==> src/rtl/uart_rx_pkg.sv <==
// Package: shared types and helpers for the serial character receiver.
// Assumes data words of at most 8 bits.
package uart_rx_pkg;

    // Latched character format
    typedef struct packed {
        logic [1:0] wlen;       // 0..3 -> 5..8 data bits
        logic       par_en;
        logic       par_even;
        logic       par_stick;
    } rx_cfg_t;

    typedef enum logic [2:0] {
        ST_IDLE,
        ST_START,
        ST_DATA,
        ST_PARITY,
        ST_STOP,
        ST_HOLD
    } rx_state_t;

    // Mask of valid data bits for a word length code
    function automatic logic [7:0] wlen_mask(input logic [1:0] code);
        logic [7:0] m;
        m = 8'h1F;
        for (int i = 5; i < 8; i++)
            if (i < 5 + int'(code)) m[i] = 1'b1;
        return m;
    endfunction

endpackage

==> src/rtl/uart_rx_sync.sv <==
// Module: brings the asynchronous line into the clock domain.
// Assumes the line is idle high, so every stage resets to 1.
module uart_rx_sync #(
    parameter int STAGES = 2
) (
    input  logic clk,
    input  logic rst_n,
    input  logic async_i,
    output logic sync_o
);
    logic [STAGES-1:0] chain_q;

    generate
        for (genvar s = 0; s < STAGES; s++) begin : g_stage
            // One flop of the synchronizer chain
            always_ff @(posedge clk) begin
                if (!rst_n)
                    chain_q[s] <= 1'b1;
                else if (s == 0)
                    chain_q[s] <= async_i;
                else
                    chain_q[s] <= chain_q[(s == 0) ? 0 : s-1];
            end
        end
    endgenerate

    assign sync_o = chain_q[STAGES-1];
endmodule

==> src/rtl/uart_rx_fsm.sv <==
// Module: frame sequencer. Validates the start bit at half a bit, samples
// data, parity and stop bits at mid-bit, and holds after a zero stop bit
// until the line is high again.
// Assumes tick_i is a one-cycle enable at OVS times the bit rate.
module uart_rx_fsm
    import uart_rx_pkg::*;
#(
    parameter int OVS = 16,
    parameter int DW  = 8
) (
    input  logic          clk,
    input  logic          rst_n,
    input  logic          tick_i,
    input  logic          rx_i,
    input  rx_cfg_t       cfg_i,
    output logic          done_o,
    output logic [DW-1:0] data_o,
    output logic          par_o,
    output logic          stop_o,
    output rx_cfg_t       cfg_o
);
    localparam int CW = $clog2(OVS);
    localparam int IW = $clog2(DW);
    localparam logic [CW-1:0] CNT_LAST = CW'(OVS - 1);
    localparam logic [CW-1:0] CNT_HALF = CW'(OVS / 2 - 1);

    rx_state_t     st_q;
    logic [CW-1:0] cnt_q;
    logic [IW-1:0] idx_q;
    logic [DW-1:0] shr_q;
    logic          par_q;
    logic          stop_q;
    logic          done_q;
    rx_cfg_t       cfg_q;
    logic [IW-1:0] last_idx;
    logic          at_mid;

    // Index of the final data bit for the latched word length
    assign last_idx = IW'(cfg_q.wlen) + IW'(4);
    // True on the tick that lands at the centre of a bit
    assign at_mid = tick_i && (cnt_q == CNT_LAST);

    // Main sequencer: state, tick counter, bit index and captured bits
    always_ff @(posedge clk) begin
        if (!rst_n) begin
            st_q   <= ST_IDLE;
            cnt_q  <= '0;
            idx_q  <= '0;
            shr_q  <= '0;
            par_q  <= 1'b0;
            stop_q <= 1'b1;
            done_q <= 1'b0;
            cfg_q  <= '0;
        end else begin
            done_q <= 1'b0;
            unique case (st_q)
                ST_IDLE: begin
                    if (tick_i && !rx_i) begin
                        st_q  <= ST_START;
                        cnt_q <= '0;
                    end
                end
                ST_START: begin
                    if (tick_i) begin
                        if (cnt_q == CNT_HALF) begin
                            cnt_q <= '0;
                            if (rx_i) begin
                                st_q <= ST_IDLE;
                            end else begin
                                st_q  <= ST_DATA;
                                idx_q <= '0;
                                shr_q <= '0;
                                par_q <= 1'b0;
                                cfg_q <= cfg_i;
                            end
                        end else begin
                            cnt_q <= cnt_q + 1'b1;
                        end
                    end
                end
                ST_DATA: begin
                    if (tick_i) cnt_q <= at_mid ? '0 : cnt_q + 1'b1;
                    if (at_mid) begin
                        shr_q[idx_q] <= rx_i;
                        if (idx_q == last_idx)
                            st_q <= cfg_q.par_en ? ST_PARITY : ST_STOP;
                        else
                            idx_q <= idx_q + 1'b1;
                    end
                end
                ST_PARITY: begin
                    if (tick_i) cnt_q <= at_mid ? '0 : cnt_q + 1'b1;
                    if (at_mid) begin
                        par_q <= rx_i;
                        st_q  <= ST_STOP;
                    end
                end
                ST_STOP: begin
                    if (tick_i) cnt_q <= at_mid ? '0 : cnt_q + 1'b1;
                    if (at_mid) begin
                        stop_q <= rx_i;
                        done_q <= 1'b1;
                        st_q   <= rx_i ? ST_IDLE : ST_HOLD;
                    end
                end
                ST_HOLD: begin
                    if (tick_i && rx_i) st_q <= ST_IDLE;
                end
                default: st_q <= ST_IDLE;
            endcase
        end
    end

    assign done_o = done_q;
    assign data_o = shr_q;
    assign par_o  = par_q;
    assign stop_o = stop_q;
    assign cfg_o  = cfg_q;

    // A start bit that is high again at half a bit goes back to idle
    p_start_abort_r2: assert property (@(posedge clk) disable iff (!rst_n)
        (st_q == ST_START && tick_i && cnt_q == CNT_HALF && rx_i) |=> st_q == ST_IDLE);

    // A zero stop bit leads to the hold state, not to idle
    p_rearm_wait_r9: assert property (@(posedge clk) disable iff (!rst_n)
        (done_q && !stop_q) |-> st_q == ST_HOLD);

    // The hold state persists while the line stays low
    p_hold_low_r11: assert property (@(posedge clk) disable iff (!rst_n)
        (st_q == ST_HOLD && !rx_i) |=> st_q == ST_HOLD);

    // A high stop bit lets the receiver re-arm at once
    p_one_stop_r10: assert property (@(posedge clk) disable iff (!rst_n)
        (done_q && stop_q) |-> st_q == ST_IDLE);
endmodule

==> src/rtl/uart_rx_check.sv <==
// Module: parity and break evaluation for one completed character.
// Assumes unused upper data bits arrive already zero.
module uart_rx_check
    import uart_rx_pkg::*;
#(
    parameter int DW = 8
) (
    input  logic [DW-1:0] data_i,
    input  logic          par_i,
    input  logic          stop_i,
    input  rx_cfg_t       cfg_i,
    output logic          par_err_o,
    output logic          brk_o
);
    logic ones_odd;
    logic par_exp;

    // Expected parity bit for the latched parity mode
    always_comb begin
        ones_odd = ^data_i;
        if (cfg_i.par_stick)
            par_exp = ~cfg_i.par_even;
        else if (cfg_i.par_even)
            par_exp = ones_odd;
        else
            par_exp = ~ones_odd;
    end

    // Mismatch and all-zero character detection
    always_comb begin
        par_err_o = cfg_i.par_en && (par_i != par_exp);
        brk_o     = (data_i == '0) && !stop_i && (!cfg_i.par_en || !par_i);
    end
endmodule

==> src/rtl/uart_rx_frame.sv <==
// Module: top of the serial character receiver. Synchronizes the line,
// runs the frame sequencer and registers data and status for one cycle.
// Assumes the format inputs are steady around each start bit.
module uart_rx_frame
    import uart_rx_pkg::*;
#(
    parameter int OVS         = 16,
    parameter int SYNC_STAGES = 2
) (
    input  logic       clk,
    input  logic       rst_n,
    input  logic       tick16_i,
    input  logic       rx_line_i,
    input  logic [1:0] word_len_i,
    input  logic       par_en_i,
    input  logic       par_even_i,
    input  logic       par_stick_i,
    output logic [7:0] rx_data_o,
    output logic       rx_valid_o,
    output logic       err_parity_o,
    output logic       err_frame_o,
    output logic       brk_det_o
);
    localparam int DW = 8;

    logic          rx_s;
    rx_cfg_t       cfg_in;
    rx_cfg_t       cfg_lat;
    logic          done;
    logic [DW-1:0] fr_data;
    logic          fr_par;
    logic          fr_stop;
    logic          par_err;
    logic          brk;

    assign cfg_in = '{wlen: word_len_i, par_en: par_en_i,
                      par_even: par_even_i, par_stick: par_stick_i};

    uart_rx_sync #(.STAGES(SYNC_STAGES)) u_sync (
        .clk(clk), .rst_n(rst_n), .async_i(rx_line_i), .sync_o(rx_s)
    );

    uart_rx_fsm #(.OVS(OVS), .DW(DW)) u_fsm (
        .clk(clk), .rst_n(rst_n), .tick_i(tick16_i), .rx_i(rx_s),
        .cfg_i(cfg_in), .done_o(done), .data_o(fr_data), .par_o(fr_par),
        .stop_o(fr_stop), .cfg_o(cfg_lat)
    );

    uart_rx_check #(.DW(DW)) u_chk (
        .data_i(fr_data), .par_i(fr_par), .stop_i(fr_stop), .cfg_i(cfg_lat),
        .par_err_o(par_err), .brk_o(brk)
    );

    // Output register: strobe plus flags for one cycle, data held
    always_ff @(posedge clk) begin
        if (!rst_n) begin
            rx_data_o    <= '0;
            rx_valid_o   <= 1'b0;
            err_parity_o <= 1'b0;
            err_frame_o  <= 1'b0;
            brk_det_o    <= 1'b0;
        end else begin
            rx_valid_o   <= done;
            err_parity_o <= done && par_err;
            err_frame_o  <= done && !fr_stop;
            brk_det_o    <= done && brk;
            if (done) rx_data_o <= fr_data;
        end
    end

    // Strobe lasts one cycle
    p_valid_pulse_r4: assert property (@(posedge clk) disable iff (!rst_n)
        rx_valid_o |=> !rx_valid_o);

    // Flags only appear with the strobe
    p_flags_with_valid_r4: assert property (@(posedge clk) disable iff (!rst_n)
        (err_parity_o || err_frame_o || brk_det_o) |-> rx_valid_o);

    // Bits above the word are zero
    p_zero_fill_r3: assert property (@(posedge clk) disable iff (!rst_n)
        rx_valid_o |-> (rx_data_o & ~wlen_mask(cfg_lat.wlen)) == 8'h00);

    // Break is always a framing error with empty data
    p_brk_frame_r11: assert property (@(posedge clk) disable iff (!rst_n)
        brk_det_o |-> (err_frame_o && rx_data_o == 8'h00));

    // No parity error while parity is off
    p_par_off_r8: assert property (@(posedge clk) disable iff (!rst_n)
        (rx_valid_o && !cfg_lat.par_en) |-> !err_parity_o);
endmodule

==> config.mk <==
export PLATFORM = sky130hd
export DESIGN_NAME = uart_rx_frame
export DESIGN_NICKNAME = d
export VERILOG_FILES = /design/src/rtl/uart_rx_pkg.sv /design/src/rtl/uart_rx_sync.sv /design/src/rtl/uart_rx_fsm.sv /design/src/rtl/uart_rx_check.sv /design/src/rtl/uart_rx_frame.sv
export SDC_FILE = /design/constraint.sdc
export NUM_CORES = 1
export LEC_CHECK = 0
export ABC_AREA = 1
export BUFFER_PORTS_ARGS = -buffer_cell sky130_fd_sc_hd__buf_2
export CAP_MARGIN = 5
export CORE_MARGIN = 3
export CORE_UTILIZATION = 51
export CTS_CLUSTER_SIZE = 20
export DETAILED_ROUTE_END_ITERATION = 7
export PLACE_DENSITY = 0.7
export SKIP_CTS_REPAIR_TIMING = 1
export SYNTH_ARGS = -nofsm -noshare
export SYNTH_HDL_FRONTEND = slang
export SYNTH_HIERARCHICAL = 1
export SYNTH_SLANG_ARGS = --single-unit
==> constraint.sdc <==
create_clock -name clk -period 2 [get_ports clk]
set_clock_uncertainty 0.05 [all_clocks]
set_input_delay 0.4 -clock clk [delete_from_list [all_inputs] [get_ports clk]]
set_output_delay 0.4 -clock clk [all_outputs]
set_load 0.005 [all_outputs]
==> impl_metrics.toml, run 1 <==
[floorplan]
die_height_um = 73.28
floorplan.die.width_um = 73.28
initial_core_util_pct = 55.32
pin_count = 21
rows = 23
core_region_area_um2 = 4173
total_die_area_um2 = 5370

[timing]
fmax_ghz = 0.5478
slew_violations = 0
grt_setup_unrepaired = "false"
setup_viol = 0
timing.final.crit_period_ns = 1.825
setup-tns-final_ns = 0
finalHoldViolations = 0
final_min_period_over_clock_period_pct = 91.27
final.setup.worst_slack_ns = 0.1745
max_slew_margin_pct = 66.20
tightestPinTransition_ns = 0.5052

[placement]
place.port_buffers = 20
pre_cts_slack_ns = 0.2380
dp.final_hpwl_um = 3438
gpl.final_weighted_congestion = 0.9212

[global_routing]
grt_pass1_vias = 1877
global_route_met1_usage_pct = 25.67
globalRouteOverflowTotal = 0
globalRouteMet3Util_pct = 3.694
initial_antenna_violation_count = 0
grt_pass1_wl_um = 8231
largest_net_degree_at_the_start_of_global_routing = 20
all_layer_global_routing_usage_pct = 19.21
gr-usage-met2_pct = 31.18
grt-busiest-layer = "met2"

[layout]
nets = 381
drive_above_1_share_pct = 17.21
area_delta_synth_final_pct = 10.57
filler_cell_count = 433
antenna-diode-count = 0
layout.cells.most_common_list = "sky130_fd_sc_hd__nand2_1 (92), sky130_fd_sc_hd__inv_1 (51), sky130_fd_sc_hd__nor2_1 (40), sky130_fd_sc_hd__dfxtp_1 (40)"
layout.cells.most_common = "sky130_fd_sc_hd__nand2_1"

[clock_tree]
clk_pin_slew_worst_paths_ns = 0.08
cts_max_level = 2
cts_buffer_depth = 2
clock_tree.root_cell = "sky130_fd_sc_hd__clkbuf_8"
numCtsBuffers = 5
clock_sinks = 40
clock_tree_from_tritoncts = "built"
clkLatencyLatePin_ns = 0.29

[worst_setup_path]
worst-setup-path-type = "register to register"
setup.worst_path.end_class = "register"
critPathLaunchType = "register"
critPathRequiredTime_ns = 2.18
arrival_ns = 2.00
worst-path-max-fanout = 19

[logic_synthesis]
yosys-mux-area-fraction_pct = 0
synth_xor_area_share_pct = 1.518
post_synth_fa_ha_maj_area_fraction_pct = 3.252
synth_compound_area_share_pct = 7.480
synth_ff_type = "sky130_fd_sc_hd__dfxtp_1"
synth_top_family_by_area = "simple AND/OR/NAND/NOR gates"
yosys_register_bits = 40
post_synth_inst_count = 345
async_reset_ff_share_pct = 0
synthDistinctLibCells = 30
sequential_share_of_the_synthesized_area_pct = 34.69
ys.warnings.count = 6
post_synth_and_or_nand_nor_area_fraction_pct = 40.60
edff_count_synth = 0
syn_area_per_cell_um2 = 6.691
netlist_area_um2 = 2308
synth.net_count = 360

[drt]
route.detailed.drc = 0
route.detailed.vias_per_inst = 5.036
average_wire_length_per_cell_after_detail_routing_um = 11.06
drt_pre_antenna_iters = 4
initialDrtViolationCount = 119
route.antenna.remaining_nets = 0
via_count = 2095
total_length_of_routed_wires_um = 4601

[power_and_ir_drop]
vdd.ir_drop.worst_v = 0.0005535
p_leak_nw = 1.171
cell_area_power_density_nw_per_um2 = 1028

[job]
cap_violations = 0

[run_status]
status = "completed"

[min_path]
min_path_type = "input pin to register"
report_power, final:
| group | total, mW | internal, mW | switching [mW] |
|---|---|---|---|
| sequential | 0.957 | 0.863 | 0.0943 |
| clock | 0.768 | 0.491 | 0.277 |
| combinational | 0.900 | 0.310 | 0.590 |
| total | 2.62 | 1.66 | 0.961 |
metal layers:
layer,part of all wire (%),up-vias
met3,5.0,2
met1,49,931
li1,-,1121
met2,45,41
met5,0,-
met4,0.63,0
through the flow:
stage | total power, mW | hold WS [ns] | util, % | area, um2 | instances
2_1_floorplan | 1.693 | 0.3295 | - | 2308 | 345
3_3_place_gp | 1.836 | 0.3408 | 58.08 | 2424 | 409
3_5_place_dp | 1.855 | 0.3355 | 58.08 | 2424 | 409
4_1_cts | 2.634 | 0.2252 | 61.17 | 2552 | 416
5_1_grt | 2.814 | 0.2494 | 61.17 | 2552 | 416
6_report | 2.624 | 0.2286 | 61.17 | 2552 | 416
sequential cells by signal, summed over array words and instances, names as in the netlist:
register and count:
rx_data_o 8, u_fsm/data_o 8, u_fsm/cfg_o 5, u_fsm/cnt_q 4, u_fsm/idx_q 3, u_fsm/st_q 3
brk_det_o 1, err_frame_o 1, err_parity_o 1, rx_valid_o 1, u_fsm/done_o 1, u_fsm/par_o 1
u_fsm/stop_o 1, u_sync/chain_q 1, u_sync/sync_o 1
worst paths after layout:
| path | start | end | slack, ns | cells past startpoint |
|---|---|---|---|---|
| setup reg to reg | u_fsm/cnt_q[0] | u_fsm/st_q[0] | 0.17 | 11 |
| setup / recovery | u_fsm/cnt_q[0] | u_fsm/st_q[0] | 0.17 | 11 |
| hold / removal | rx_line_i | u_sync/chain_q[0] | 0.23 | 3 |
| hold reg to reg | u_sync/chain_q[0] | u_sync/sync_o | 0.35 | 2 |
layout make-up:
type | count | area [um2] | area share, %
clock buffer | 5 | 68.82 | 2.696
clock inverter | 2 | 60.06 | 2.353
inverter | 54 | 202.7 | 7.941
multi-input combinational | 240 | 1220 | 47.79
sequential | 40 | 800.8 | 31.37
tap | 50 | 62.56 | 2.451
timing repair buffer | 25 | 137.6 | 5.392
critical path, stage by stage (launching register included):
cell	delay, ns
sky130_fd_sc_hd__dfxtp_1	0.38
sky130_fd_sc_hd__ha_1	0.19
sky130_fd_sc_hd__nand2_1	0.09
sky130_fd_sc_hd__inv_1	0.08
sky130_fd_sc_hd__nand2_1	0.11
sky130_fd_sc_hd__nand2_4	0.21
sky130_fd_sc_hd__nand2_1	0.07
sky130_fd_sc_hd__nor2_1	0.10
sky130_fd_sc_hd__nand3_1	0.20
sky130_fd_sc_hd__nand2_1	0.13
sky130_fd_sc_hd__nand2_1	0.05
sky130_fd_sc_hd__nor2_1	0.08
cell families after synthesis:
group,count (synthesis)
buffers and inverters,65
XOR/XNOR,4
AO/OA/AOI/OAI,32
flip-flops,40
AND/OR/NAND/NOR,198
adder cells (fa/ha/maj),6
synth_stat cells (2+ instances only):
| cell | instances | share of area (%) |
|---|---|---|
| sky130_fd_sc_hd__inv_1 | 51 | 8.3 |
| sky130_fd_sc_hd__inv_2 | 3 | 0.49 |
| sky130_fd_sc_hd__buf_6 | 3 | 1.5 |
| sky130_fd_sc_hd__nand2_4 | 3 | 1.5 |
| sky130_fd_sc_hd__nor2_2 | 15 | 4.1 |
| sky130_fd_sc_hd__buf_2 | 4 | 0.87 |
| sky130_fd_sc_hd__xnor2_1 | 2 | 0.76 |
| sky130_fd_sc_hd__nand4_1 | 20 | 5.4 |
| sky130_fd_sc_hd__clkbuf_1 | 3 | 0.49 |
| sky130_fd_sc_hd__nor2_1 | 40 | 6.5 |
| sky130_fd_sc_hd__a21oi_1 | 16 | 3.5 |
| sky130_fd_sc_hd__nand3_1 | 17 | 3.7 |
| sky130_fd_sc_hd__o21ai_0 | 12 | 2.6 |
| sky130_fd_sc_hd__nand2_1 | 92 | 15 |
| sky130_fd_sc_hd__or2_2 | 2 | 0.54 |
| sky130_fd_sc_hd__ha_1 | 6 | 3.3 |
| sky130_fd_sc_hd__nor3_2 | 2 | 0.87 |
| sky130_fd_sc_hd__xor2_1 | 2 | 0.76 |
| sky130_fd_sc_hd__nand3_2 | 2 | 0.87 |
| sky130_fd_sc_hd__dfxtp_1 | 40 | 35 |
Power figures use the tool's default switching activity.
==> inputs of run 2 (changes only) <==
--- a/config.mk
+++ b/config.mk
@@ -13,5 +13,5 @@
 export CTS_CLUSTER_SIZE = 20
 export DETAILED_ROUTE_END_ITERATION = 7
-export PLACE_DENSITY = 0.7
+export PLACE_DENSITY = 0.68
 export SKIP_CTS_REPAIR_TIMING = 1
 export SYNTH_ARGS = -nofsm -noshare
==> constraint.sdc (replaced) <==
create_clock -name clk -period 2 [get_ports clk]
set_clock_uncertainty 0.05 [all_clocks]
set_input_delay 0.5 -clock clk [delete_from_list [all_inputs] [get_ports clk]]
set_output_delay 0.5 -clock clk [all_outputs]
set_load 0.005 [all_outputs]
==> run 2 against run 1 <==
Register-to-register slack better by 0.15 ns. Critical endpoint is now u_fsm/st_q[2]. Wire length down 0.98%. Clock power down 5.7%. Total power down 0.89%. Sequential share of layout area down 0.21 points. Fmax up 9.1%. Largest power group unchanged. Final cell count up 0.72%. Core utilization up 0.42 points. Highest routed layer unchanged.
==> impl_metrics.toml, run 2 (same netlist as run 1, synthesis figures left out) <==
[timing]
holdWs_ns = 0.3332
slew_violations = 0
setup-tns-final_ns = 0
setup_viol = 0
timing.final.crit_period_ns = 1.673
final_min_period_over_clock_period_pct = 83.63
max_slew_margin_pct = 64.50
finalHoldViolations = 0
grt_setup_unrepaired = "false"
final.setup.worst_slack_ns = 0.3275
tightestPinTransition_ns = 0.5306
fmax_ghz = 0.5979

[layout]
layout.cells.most_common_list = "sky130_fd_sc_hd__nand2_1 (92), sky130_fd_sc_hd__inv_1 (51), sky130_fd_sc_hd__nor2_1 (40), sky130_fd_sc_hd__dfxtp_1 (40)"
stdcell_area_um2 = 2570
nets = 383
drive_above_1_share_pct = 17.89
fin_util_pct = 61.59
area_delta_synth_final_pct = 11.33
final-instance-count-excl-fill = 419
layout.cells.most_common = "sky130_fd_sc_hd__nand2_1"
antenna-diode-count = 0

[worst_setup_path]
worst_r2r_startpoint = "u_fsm/cnt_q[0]"
setup.worst_path.end_class = "register"
critical_register_to_register_path_endpoint = "u_fsm/st_q[2]"
critPathRequiredTime_ns = 2.14
critPathLaunchType = "register"
worst-path-max-fanout = 6
worst-r2r-cell-count = 10
reg2reg_setup_slack_ns = 0.33
worst-setup-path-type = "register to register"
arrival_ns = 1.81

[placement]
pre_cts_slack_ns = 0.1975
place.port_buffers = 20
placedInstanceArea_um2 = 2431
dp.final_hpwl_um = 3417
gpl.final_weighted_congestion = 0.9159
numPlacedInstances = 410

[drt]
initialDrtViolationCount = 76
dr.max_layer_used = "met4"
via_count = 2084
met2WireLength_um = 1990
total_length_of_routed_wires_um = 4556
route.antenna.remaining_nets = 0
route.detailed.vias_per_inst = 4.974
route.detailed.drc = 0
average_wire_length_per_cell_after_detail_routing_um = 10.87
wl_met1_um = 2307
drt_pre_antenna_iters = 4
wl_met3_um = 226

[power_and_ir_drop]
switching_share_pct = 37.44
p_leak_nw = 1.182
cell_area_power_density_nw_per_um2 = 1012
power.switching_mw = 0.9737
share_seq_of_total_power_pct = 36.8
proportion_of_power_drawn_by_combinational_gates_pct = 35.4
power_report.internal_total_mw = 1.627
pwr-share-clk_pct = 27.8
total_power_mw = 2.601
vdd.ir_drop.worst_v = 0.0005401

[min_path]
whs_endpoint = "u_sync/chain_q[0]"
min_path_type = "input pin to register"
hp-start = "rx_line_i"
worst_hold_path.num_cells = 3

[clock_tree]
numCtsBuffers = 5
cts_buffer_depth = 2
clock_sinks = 40
cts_max_level = 2
clkLatencyLatePin_ns = 0.29
clock_tree.root_cell = "sky130_fd_sc_hd__clkbuf_8"
clk_pin_slew_worst_paths_ns = 0.08
clock_tree_from_tritoncts = "built"

[floorplan]
total_die_area_um2 = 5370
rows = 23
initial_core_util_pct = 55.32
floorplan.die.width_um = 73.28
pin_count = 21
core_region_area_um2 = 4173
die_height_um = 73.28

[global_routing]
initial_antenna_violation_count = 0
globalRouteOverflowTotal = 0
grt_pass1_vias = 1830
grt_pass1_wl_um = 7914
largest_net_degree_at_the_start_of_global_routing = 20
all_layer_global_routing_usage_pct = 18.47

[job]
cap_violations = 0

[run_status]
status = "completed"
[run 2: routing by layer]
metal	vias up	global-route usage (%)
met3	4	4.378
li1	1126	-
met1	910	25.48
met4	0	5.123
met2	44	28.70
met5	-	0
[run 2: worst max-delay path by stage]
stage               cells past startpoint  slack (ns)               to           start
finish                                 10        0.33    u_fsm/st_q[2]  u_fsm/cnt_q[0]
global route                           10        0.10    u_fsm/st_q[2]  u_fsm/cnt_q[0]
CTS                                    10        0.20   u_fsm/idx_q[2]  u_fsm/cnt_q[0]
detailed placement                     10        0.20   u_fsm/idx_q[2]  u_fsm/cnt_q[0]
global placement                       10        0.19   u_fsm/idx_q[0]  u_fsm/cnt_q[0]
floorplan                               9        0.43  u_fsm/data_o[4]        tick16_i
[run 2: area by class of cell]
class	instances	area, um2
Fill cell	406	1603
Multi-Input combinational cell	240	1225
Sequential cell	40	800.8
Inverter	54	202.7
Timing Repair Buffer	27	152.6
Clock buffer	7	96.34
Tap cell	50	62.56
Clock inverter	1	30.03
[run 2: critical path: stages (launching register included)]
cell and delay [ns]:
sky130_fd_sc_hd__dfxtp_1 0.37, sky130_fd_sc_hd__ha_1 0.18, sky130_fd_sc_hd__nand2_1 0.10, sky130_fd_sc_hd__inv_1 0.08
sky130_fd_sc_hd__nand2_1 0.12, sky130_fd_sc_hd__nand2_4 0.11, sky130_fd_sc_hd__nand2_1 0.05, sky130_fd_sc_hd__nor2_1 0.10
sky130_fd_sc_hd__nand3_1 0.20, sky130_fd_sc_hd__nor2_1 0.16, sky130_fd_sc_hd__nor2_1 0.06
[run 2: power by group through the flow]
stage / combinational [mW] / sequential, mW / clock, mW
floorplan: 0.754 / 0.939 / 0
global placement: 0.876 / 0.974 / 0
detailed placement: 0.884 / 0.977 / 0
CTS: 0.889 / 0.958 / 0.741
global route: 1.05 / 0.978 / 0.771
finish: 0.920 / 0.958 / 0.724
